$ cat src/rtl/pff_pkg.sv
package pff_pkg;

  typedef enum logic [1:0] {
    POL_END_OF_READ  = 2'b00,
    POL_TIMEOUT_ONLY = 2'b01,
    POL_OB_WRITE     = 2'b10,
    POL_OB_ANY       = 2'b11
  } flushPolicy_t;

  // strobes from control to the countdown datapath
  typedef struct packed {
    logic load;
    logic clear;
    logic step;
  } cntCmd_t;

endpackage

$ cat src/rtl/pff_count.sv
module pff_count
  import pff_pkg::*;
#(
  parameter int TO_W       = 3,
  parameter int BASE_SHIFT = 2,
  localparam int CNT_W     = BASE_SHIFT + (1 << TO_W) - 1
) (
  input  logic            clk,
  input  logic            rst,
  input  cntCmd_t         cmd,
  input  logic [TO_W-1:0] cfgTimeout,
  output logic            expiring
);

  logic [CNT_W-1:0] cnt;
  logic [CNT_W-1:0] loadVal;

  // 2^BASE_SHIFT shifted by the code
  assign loadVal = CNT_W'(1 << BASE_SHIFT) << cfgTimeout;

  always_ff @(posedge clk) begin
    if (rst) begin
      cnt <= '0;
    end else if (cmd.load) begin
      cnt <= loadVal;
    end else if (cmd.clear) begin
      cnt <= '0;
    end else if (cmd.step && (cnt != '0)) begin
      cnt <= cnt - 1'b1;
    end
  end

  // zero means idle; one means this edge reaches zero
  assign expiring = (cnt == CNT_W'(1));

endmodule

$ cat src/rtl/pff_ctrl.sv
module pff_ctrl
  import pff_pkg::*;
#(
  parameter int TO_W = 3
) (
  input  logic            clk,
  input  logic            rst,
  input  logic [TO_W-1:0] cfgTimeout,
  input  logic [1:0]      cfgPolicy,
  input  logic            rdDone,
  input  logic            rdAccept,
  input  logic            rdContig,
  input  logic            wrIn,
  input  logic            wrHit,
  input  logic            obRdStart,
  input  logic            obWrStart,
  input  logic            expiring,
  output cntCmd_t         cmd,
  output logic            flushPulse
);

  flushPolicy_t policy;
  logic timedPolicy;
  logic timeoutOn;
  logic timeoutHit;
  logic policyHit;
  logic alwaysHit;
  logic flushCause;

  assign policy      = flushPolicy_t'(cfgPolicy);
  assign timedPolicy = (policy != POL_END_OF_READ);
  assign timeoutOn   = (cfgTimeout != '1);

  // a read accepted this cycle freezes the count before it can expire
  assign timeoutHit = expiring && !rdAccept && timedPolicy;

  always_comb begin
    unique case (policy)
      POL_END_OF_READ:  policyHit = rdDone;
      POL_TIMEOUT_ONLY: policyHit = 1'b0;
      POL_OB_WRITE:     policyHit = obWrStart;
      POL_OB_ANY:       policyHit = obWrStart || obRdStart;
      default:          policyHit = 1'b0;
    endcase
  end

  assign alwaysHit  = (rdAccept && !rdContig) || (wrIn && wrHit);
  assign flushCause = timeoutHit || policyHit || alwaysHit;

  always_comb begin
    cmd.load  = rdDone && timedPolicy && timeoutOn;
    cmd.clear = !cmd.load && (rdDone || rdAccept || flushCause);
    cmd.step  = !cmd.load && !cmd.clear;
  end

  always_ff @(posedge clk) begin
    if (rst) flushPulse <= 1'b0;
    else     flushPulse <= flushCause;
  end

endmodule

$ cat src/rtl/prefetch_flush_ctrl.sv
module prefetch_flush_ctrl
  import pff_pkg::*;
#(
  parameter int TO_W       = 3,
  parameter int BASE_SHIFT = 2
) (
  input  logic            clk,
  input  logic            rst,
  input  logic [TO_W-1:0] cfgTimeout,
  input  logic [1:0]      cfgPolicy,
  input  logic            rdDone,
  input  logic            rdAccept,
  input  logic            rdContig,
  input  logic            wrIn,
  input  logic            wrHit,
  input  logic            obRdStart,
  input  logic            obWrStart,
  output logic            flushPulse
);

  cntCmd_t cmd;
  logic    expiring;

  pff_ctrl #(.TO_W(TO_W)) u_ctrl (
    .clk        (clk),
    .rst        (rst),
    .cfgTimeout (cfgTimeout),
    .cfgPolicy  (cfgPolicy),
    .rdDone     (rdDone),
    .rdAccept   (rdAccept),
    .rdContig   (rdContig),
    .wrIn       (wrIn),
    .wrHit      (wrHit),
    .obRdStart  (obRdStart),
    .obWrStart  (obWrStart),
    .expiring   (expiring),
    .cmd        (cmd),
    .flushPulse (flushPulse)
  );

  pff_count #(.TO_W(TO_W), .BASE_SHIFT(BASE_SHIFT)) u_count (
    .clk        (clk),
    .rst        (rst),
    .cmd        (cmd),
    .cfgTimeout (cfgTimeout),
    .expiring   (expiring)
  );

endmodule

$ cat config.mk
export PLATFORM = sky130hd
export DESIGN_NAME = prefetch_flush_ctrl
export DESIGN_NICKNAME = d
export VERILOG_FILES = /design/src/rtl/pff_pkg.sv /design/src/rtl/pff_count.sv /design/src/rtl/pff_ctrl.sv /design/src/rtl/prefetch_flush_ctrl.sv
export SDC_FILE = /design/constraint.sdc
export NUM_CORES = 1
export LEC_CHECK = 0
export BUFFER_PORTS_ARGS = -buffer_cell sky130_fd_sc_hd__buf_2
export CORE_AREA = 2 2 40 42
export CTS_CLUSTER_SIZE = 12
export DETAILED_ROUTE_END_ITERATION = 12
export DIE_AREA = 0 0 42 44
export PLACE_DENSITY = 0.82
export SYNTH_ARGS = -nofsm -noshare
export SYNTH_HDL_FRONTEND = slang
export SYNTH_SLANG_ARGS = --single-unit
$ cat constraint.sdc
create_clock -name clk -period 1.79 [get_ports clk]
set_clock_uncertainty 0.15 [all_clocks]
set_input_delay 0.0895 -clock clk [delete_from_list [all_inputs] [get_ports clk]]
set_output_delay 0.0895 -clock clk [all_outputs]
set_load 0.02 [all_outputs]
==> results by group, run 1 <==
Outcome
  • Status: complete, no violations

Critical path
  • Critical path fanouts, max: 5
  • Cell count of the worst reg-to-reg path: 6
  • Worst path slowest cell: dfxtp_1
  • Crit. End Element: register
  • Critical Path RT: 1830 ps
  • CP Launch Type: register
  • CP arrival: 1780 ps
  • Delay of the slowest cell on the worst path: 420 ps
  • Class of the most critical setup path: register to register
  • Worst-path cell chain: inv_1 -> ha_1 -> nor3b_2 -> xor2_1 -> nand4_1 -> a211oi_1

Global route
  • First-pass GRT wire length: 2.615 mm
  • Gr ovfl total: 0
  • Initial antenna violation count: 0
  • All-Layer GR Usage: 20.05%
  • Vias in the first global route: 614
  • Largest net degree at the start of global routing: 8

Logic synthesis
  • Flops & latches, synth: 10
  • Mapped Area: 679.4 um2
  • Post-synth cell types: 32
  • Synth async-reset ratio: 0%
  • Main synth FF type: dfxtp_1
  • Mapped Nets: 89
  • Mean Syn Cell Area: 9.436 um2
  • Synth Instances: 72
  • EDFF count, synth: 0
  • Seq/Total Area, Yosys: 29.47%
  • Synth warnings: 0

STA
  • Crit path time final: 1736 ps
  • Setup_tns: 0 ps
  • Worst slew margin relative to its limit: 65.45%
  • Final period utilization: 96.96%
  • Fmax: 576.2 MHz
  • Setup violators final: 0
  • Final hold violation count: 0
  • Count of final max-slew check failures: 0
  • Slew at the pin closest to its max-slew limit: 518.3 ps

Pwr
  • Int Pwr: 0.3835 mW
  • Sequential power share: 43.4%
  • P_leak: 0.3701 nW
  • Clock Power Share: 28.3%
  • Switching power total: 0.1678 mW
  • Logic pwr share: 28.2%
  • Pwr/cell area: 614.4 mW/mm2
  • Sw Ratio: 30.43%
  • IR drop worst, VDD: 0.4018 mV

Floorplanning
  • Die H: 44 um
  • Starting density of the core: 47.88%
  • Rows: 14
  • Num ports: 15
  • Total die area: 0.001848 mm2
  • Die Width: 42 um
  • Core area: 0.001419 mm2

Job
  • MaxCap Viol Count: 0

Finish
  • Share of layout cells above drive strength 1: 35.05%
  • Fillers: 106
  • P&R area growth vs syn: 32.04%
  • Register area: 202.7 um2
  • Nets: 116
  • Fin area: 897.1 um2
  • Multi-input logic area: 496.7 um2
  • Ant. Diodes: 0

Clock tree
  • Clk sink count: 10
  • TritonCTS clock tree: yes
  • Clk slew on worst S/H paths: 60 ps
  • Total CTS buffers: 3
  • H-tree levels: 1
  • CTS Buffer Depth: 2
  • Latest clock arrival within the worst-skew pair: 280 ps
  • CTS Root Cell: clkbuf_4

Drt
  • Pre-antenna DRT Iters: 4
  • Final ANT Viol Nets: 0
  • Via/cell ratio: 5.956
  • Vias: 673
  • Detailed-route DRC error count: 0
  • WL final: 1.711 mm
  • Initial DRC count: 32
  • WL/cell: 15.14 um

Placement
  • Post-DP Area: 787.0 um2
  • Hpwl dp: 1.257 mm
  • Gpl congestion: 0.8317
  • PortBufs: 14

Min path
  • Hold Crit Class: primary input to register
  • Hold Crit Depth: 4
[kinds of logic (layout without fill, tap and decap cells)]
kind of cell / count (synthesis) / count (layout) / share of synthesized area, %
AO/OA/AOI/OAI: 15 / 15 / 20.26
adder cells (fa/ha/maj): 3 / 3 / 5.525
flip-flops: 10 / 10 / 29.47
buffers and inverters: 3 / 28 / 1.841
XOR/XNOR: 7 / 7 / 9.024
AND/OR/NAND/NOR: 34 / 34 / 33.89
[worst max-delay path, delay by kind of cell (launching register included)]
family,cells,cell delay (ps)
compound gates,1,240
xor+xnor,1,200
fa+ha+maj,1,230
buf+inv,1,120
flops,1,420
simple gates,2,300
[power by group through the flow]
stage	registers [mW]	clock network [mW]	logic (mW)
final	0.239	0.156	0.156
after floorplan	0.245	0	0.0900
after global placement	0.243	0	0.137
after CTS	0.238	0.162	0.147
after global routing	0.240	0.167	0.168
after detailed placement	0.243	0	0.139
[through the flow]
| stage | hold slack [ps] | utilization [%] | std cells | setup slack, ps | power, mW |
|---|---|---|---|---|---|
| after CTS | 77.05 | 60.93 | 113 | 5.250 | 0.5474 |
| after detailed placement | 200.9 | 55.47 | 104 | -16.49 | 0.3823 |
| after global routing | 117.1 | 63.23 | 113 | -21.37 | 0.5756 |
| after global placement | 193.7 | 55.47 | 104 | 101.7 | 0.3803 |
| after floorplan | 8.566 | - | 72 | 143.3 | 0.3346 |
| final | 82.03 | 63.23 | 113 | 54.46 | 0.5512 |
[synthesized netlist by cell type, types with 3 or more instances]
| library cell | n | area share (%) |
|---|---|---|
| nand2_1 | 3 | 1.7 |
| nand2b_1 | 3 | 2.8 |
| nand3_1 | 3 | 2.2 |
| dfxtp_1 | 10 | 29 |
| xor2_1 | 5 | 6.4 |
| o31ai_1 | 3 | 3.3 |
| ha_1 | 3 | 5.5 |
| nor2_1 | 7 | 3.9 |
| a211oi_1 | 4 | 4.4 |
[repair_timing]
action	4_1_cts	5_1_grt
setup buffers	2	0
setup endpoints to repair	1	5
hold buffers	4	0
hold endpoints to repair	7	0
gates resized for setup	0	9
cloned	0	0
pin swaps	0	1
[flip-flops by register name, summed over array words and instances, names as in the netlist]
| signal | cells |
|---|---|
| u_count.cnt | 9 |
| u_ctrl.flushPulse | 1 |
[final timing paths]
path | slack [ps] | from | end
setup / recovery | 50 | u_count.cnt[0]$_SDFFE_PP0P_ | u_count.cnt[4]$_SDFFE_PP0P_
hold / removal | 80 | rdAccept | u_ctrl.flushPulse$_SDFF_PP0_
setup reg to reg | 50 | u_count.cnt[0]$_SDFFE_PP0P_ | u_count.cnt[4]$_SDFFE_PP0P_
hold reg to reg | 380 | u_count.cnt[1]$_SDFFE_PP0P_ | u_count.cnt[1]$_SDFFE_PP0P_
[cell type report]
class | count | area share, %
inverters | 2 | 0.8368
clock buffers | 3 | 2.510
well taps | 16 | 2.232
flip-flops and latches | 10 | 22.59
repair buffers | 23 | 16.46
multi-input cells | 59 | 55.37
[placed cells by master (no fill, tap or decap), types with 2 or more instances in the layout]
cell type | synthesis | final
buf_2 | 1 | 14
nand3_1 | 3 | 3
nand4_1 | 2 | 2
dlygate4sd3_1 | 0 | 4
inv_1 | 2 | 2
o31ai_1 | 3 | 3
a211oi_1 | 4 | 3
xor2_1 | 5 | 5
clkbuf_4 | 0 | 3
dfxtp_2 | 0 | 2
o32ai_1 | 2 | 2
nor2_1 | 7 | 7
nand2b_1 | 3 | 3
or3_1 | 2 | 2
nand2_1 | 3 | 3
xnor2_1 | 2 | 2
buf_4 | 0 | 5
dfxtp_1 | 10 | 8
ha_1 | 3 | 3
[routing by layer]
layer | wire length (um) | up-vias | track usage [%]
met3 | 97 | 6 | 5.833
met4 | 55 | 0 | 17.42
met5 | 0 | - | 0
met1 | 667 | 316 | 18.88
li1 | - | 328 | -
met2 | 890 | 23 | 35.63
No activity file was read; power rests on OpenSTA's default activity.
==> inputs of run 2 (changes only) <==
--- a/config.mk
+++ b/config.mk
@@ -7,10 +7,13 @@
 export LEC_CHECK = 0
 export BUFFER_PORTS_ARGS = -buffer_cell sky130_fd_sc_hd__buf_2
 export CORE_AREA = 2 2 40 42
+export CTS_BUF_LIST = sky130_fd_sc_hd__clkbuf_8 sky130_fd_sc_hd__clkbuf_16
 export CTS_CLUSTER_SIZE = 12
 export DETAILED_ROUTE_END_ITERATION = 12
 export DIE_AREA = 0 0 42 44
 export PLACE_DENSITY = 0.82
+export REMOVE_ABC_BUFFERS = 1
+export SLEW_MARGIN = 20
 export SYNTH_ARGS = -nofsm -noshare
 export SYNTH_HDL_FRONTEND = slang
 export SYNTH_SLANG_ARGS = --single-unit
==> run 2 against run 1 <==
Compared with the run above: sequential power about the same; die area unchanged; routed wire length decreased by 11%; clock power increased by 83%; final cell count decreased by 2.7%; combinational power decreased by 3%; sequential cell count unchanged; worst setup slack improved by 33 ps; count of clock-buffer cells in the layout increased by 1; critical path depth decreased by 2; global-route usage decreased by 2.0 points; critical path type unchanged; largest cell class unchanged; highest routed layer is now met3.
==> results by group, run 2 (synthesized netlist as in run 1, its figures left out) <==
Outcome
  • Status: complete, no violations

Critical path
  • Reg2reg setup slack: 90 ps (+30 ps)
  • CP Launch Type: register
  • Critical path fanouts, max: 6 (+1)
  • CP arrival: 1700 ps (-80 ps)
  • Critical Path RT: 1790 ps (-40 ps)
  • Class of the most critical setup path: register to register
  • Crit. End Element: register

STA
  • Setup_tns: 0 ps (unchanged)
  • Crit path time final: 1702 ps (-33.27 ps)
  • Setup violators final: 0 (unchanged)
  • RSZ-0062 raised after global routing: false
  • Count of final max-slew check failures: 0 (unchanged)
  • Worst slew margin relative to its limit: 70.91% (+5.5 points)
  • Final period utilization: 95.10% (-1.9 points)
  • Final hold violation count: 0 (unchanged)
  • Fmax: 587.5 MHz (+2.0%)
  • Slew at the pin closest to its max-slew limit: 434.7 ps (-83.54 ps)

Job
  • MaxCap Viol Count: 0 (unchanged)

Min path
  • Hold Crit Class: primary input to register

Finish
  • Biggest register: u_count.cnt
  • P&R area growth vs syn: 28.73%
  • Fin area: 874.6 um2 (-2.5%)
  • Nets: 112 (-3.4%)
  • Number of flip-flops in the largest register: 9 (unchanged)
  • Register area: 201.4 um2 (-0.62%)
  • Share of layout cells above drive strength 1: 32.98% (-2.1 points)
  • Most frequent cells in the layout: 14 x buf_2, 9 x dfxtp_1, 7 x nor2_1
  • Largest registers: u_count.cnt (9), u_ctrl.flushPulse (1)
  • Ant. Diodes: 0 (unchanged)
  • Commonest non-fill, non-tap cell in the layout: buf_2
  • Multi-input logic area: 480.5 um2 (-3.3%)
  • Fillers: 113 (+6.6%)

Global route
  • First-pass GRT wire length: 2.442 mm (-6.6%)
  • Vias in the first global route: 611 (-0.49%)
  • Largest net degree at the start of global routing: 8 (unchanged)
  • Initial antenna violation count: 0 (unchanged)
  • All-Layer GR Usage: 18.02% (-2.0 points)
  • Gr ovfl total: 0 (unchanged)

Clock tree
  • Total CTS buffers: 3 (unchanged)
  • Clk sink count: 10 (unchanged)
  • H-tree levels: 1 (unchanged)
  • TritonCTS clock tree: yes
  • Clk slew on worst S/H paths: 50 ps (about the same)
  • CTS Buffer Depth: 2 (unchanged)
  • Latest clock arrival within the worst-skew pair: 240 ps (-40 ps)
  • CTS Root Cell: clkbuf_8

Drt
  • WL final: 1.529 mm (-11%)
  • Final ANT Viol Nets: 0 (unchanged)
  • Detailed-route DRC error count: 0 (unchanged)
  • Vias: 645 (-4.2%)
  • Via/cell ratio: 5.864 (-1.5%)
  • Pre-antenna DRT Iters: 4 (unchanged)
  • Initial DRC count: 13 (-59%)
  • WL/cell: 13.90 um (-8.2%)

Floorplanning
  • Num ports: 15 (unchanged)
  • Die H: 44 um (unchanged)
  • Die Width: 42 um (unchanged)
  • Rows: 14 (unchanged)
  • Total die area: 0.001848 mm2 (unchanged)
  • Core area: 0.001419 mm2 (unchanged)
  • Starting density of the core: 47.88% (unchanged)

Pwr
  • IR drop worst, VDD: 0.5878 mV (+46%)
  • Pwr/cell area: 773.3 mW/mm2 (+26%)
  • P_leak: 0.3658 nW (-1.2%)

Placement
  • Hpwl dp: 1.222 mm (-2.8%)
  • Post-DP Area: 794.5 um2 (+0.95%)
  • PortBufs: 14 (unchanged)
  • Gpl congestion: 0.8884 (+6.8%)
run 2: what timing repair did:
action,in CTS,in global routing
hold buffers,1,0
setup buffers,0,0
setup endpoints to repair,0,6
resized for setup,0,4
endpoints found under the hold margin,4,0
run 2: layout make-up:
type                            instances  area share [%]
Clock buffer                            4           6.295
Inverter                                2          0.8584
Multi-Input combinational cell         59           54.94
Sequential cell                        10           23.03
Tap cell                               16           2.289
Timing Repair Buffer                   19           12.59
run 2: critical path, stage by stage, from the launching register on:
cell and delay, ps:
dfxtp_1 370, nor4_4 380, o2111ai_2 280, and4_4 270, a211oi_1 160
run 2: per-layer routing:
metal	up-vias	GRT usage [%]	routed length, um
met1	321	20.10	686
met2	8	32.19	807
met3	0	6.250	34
met5	-	0	0
met4	0	5.806	0
li1	316	-	-
run 2: per-stage QoR:
stage	power, mW	worst slack, ps	instances	hold slack, ps	util, %
floorplan	0.3312	150.1	71	8.566	-
finish	0.6764	87.73	110	11.34	61.64
CTS	0.6787	38.50	110	5.491	60.58
global placement	0.3834	77.53	105	196.5	56.00
global route	0.7114	11.22	110	23.26	61.64
detailed placement	0.3854	63.06	105	200.8	56.00
run 2: report_power, final:
group	internal [mW]	switching [mW]	total, mW	leakage [nW]
Clock	0.194	0.0922	0.286	0.0288
Combinational	0.0715	0.0795	0.151	0.255
Sequential	0.231	0.00850	0.240	0.0818
Total	0.496	0.180	0.676	0.366
run 2: path summary, 6_finish.rpt:
check,from,to,cells past startpoint
setup / recovery,u_count.cnt[2]$_SDFFE_PP0P_,u_count.cnt[2]$_SDFFE_PP0P_,4
setup reg to reg,u_count.cnt[2]$_SDFFE_PP0P_,u_count.cnt[2]$_SDFFE_PP0P_,4
hold / removal,cfgTimeout[2],u_count.cnt[4]$_SDFFE_PP0P_,3
hold reg to reg,u_count.cnt[1]$_SDFFE_PP0P_,u_count.cnt[1]$_SDFFE_PP0P_,2
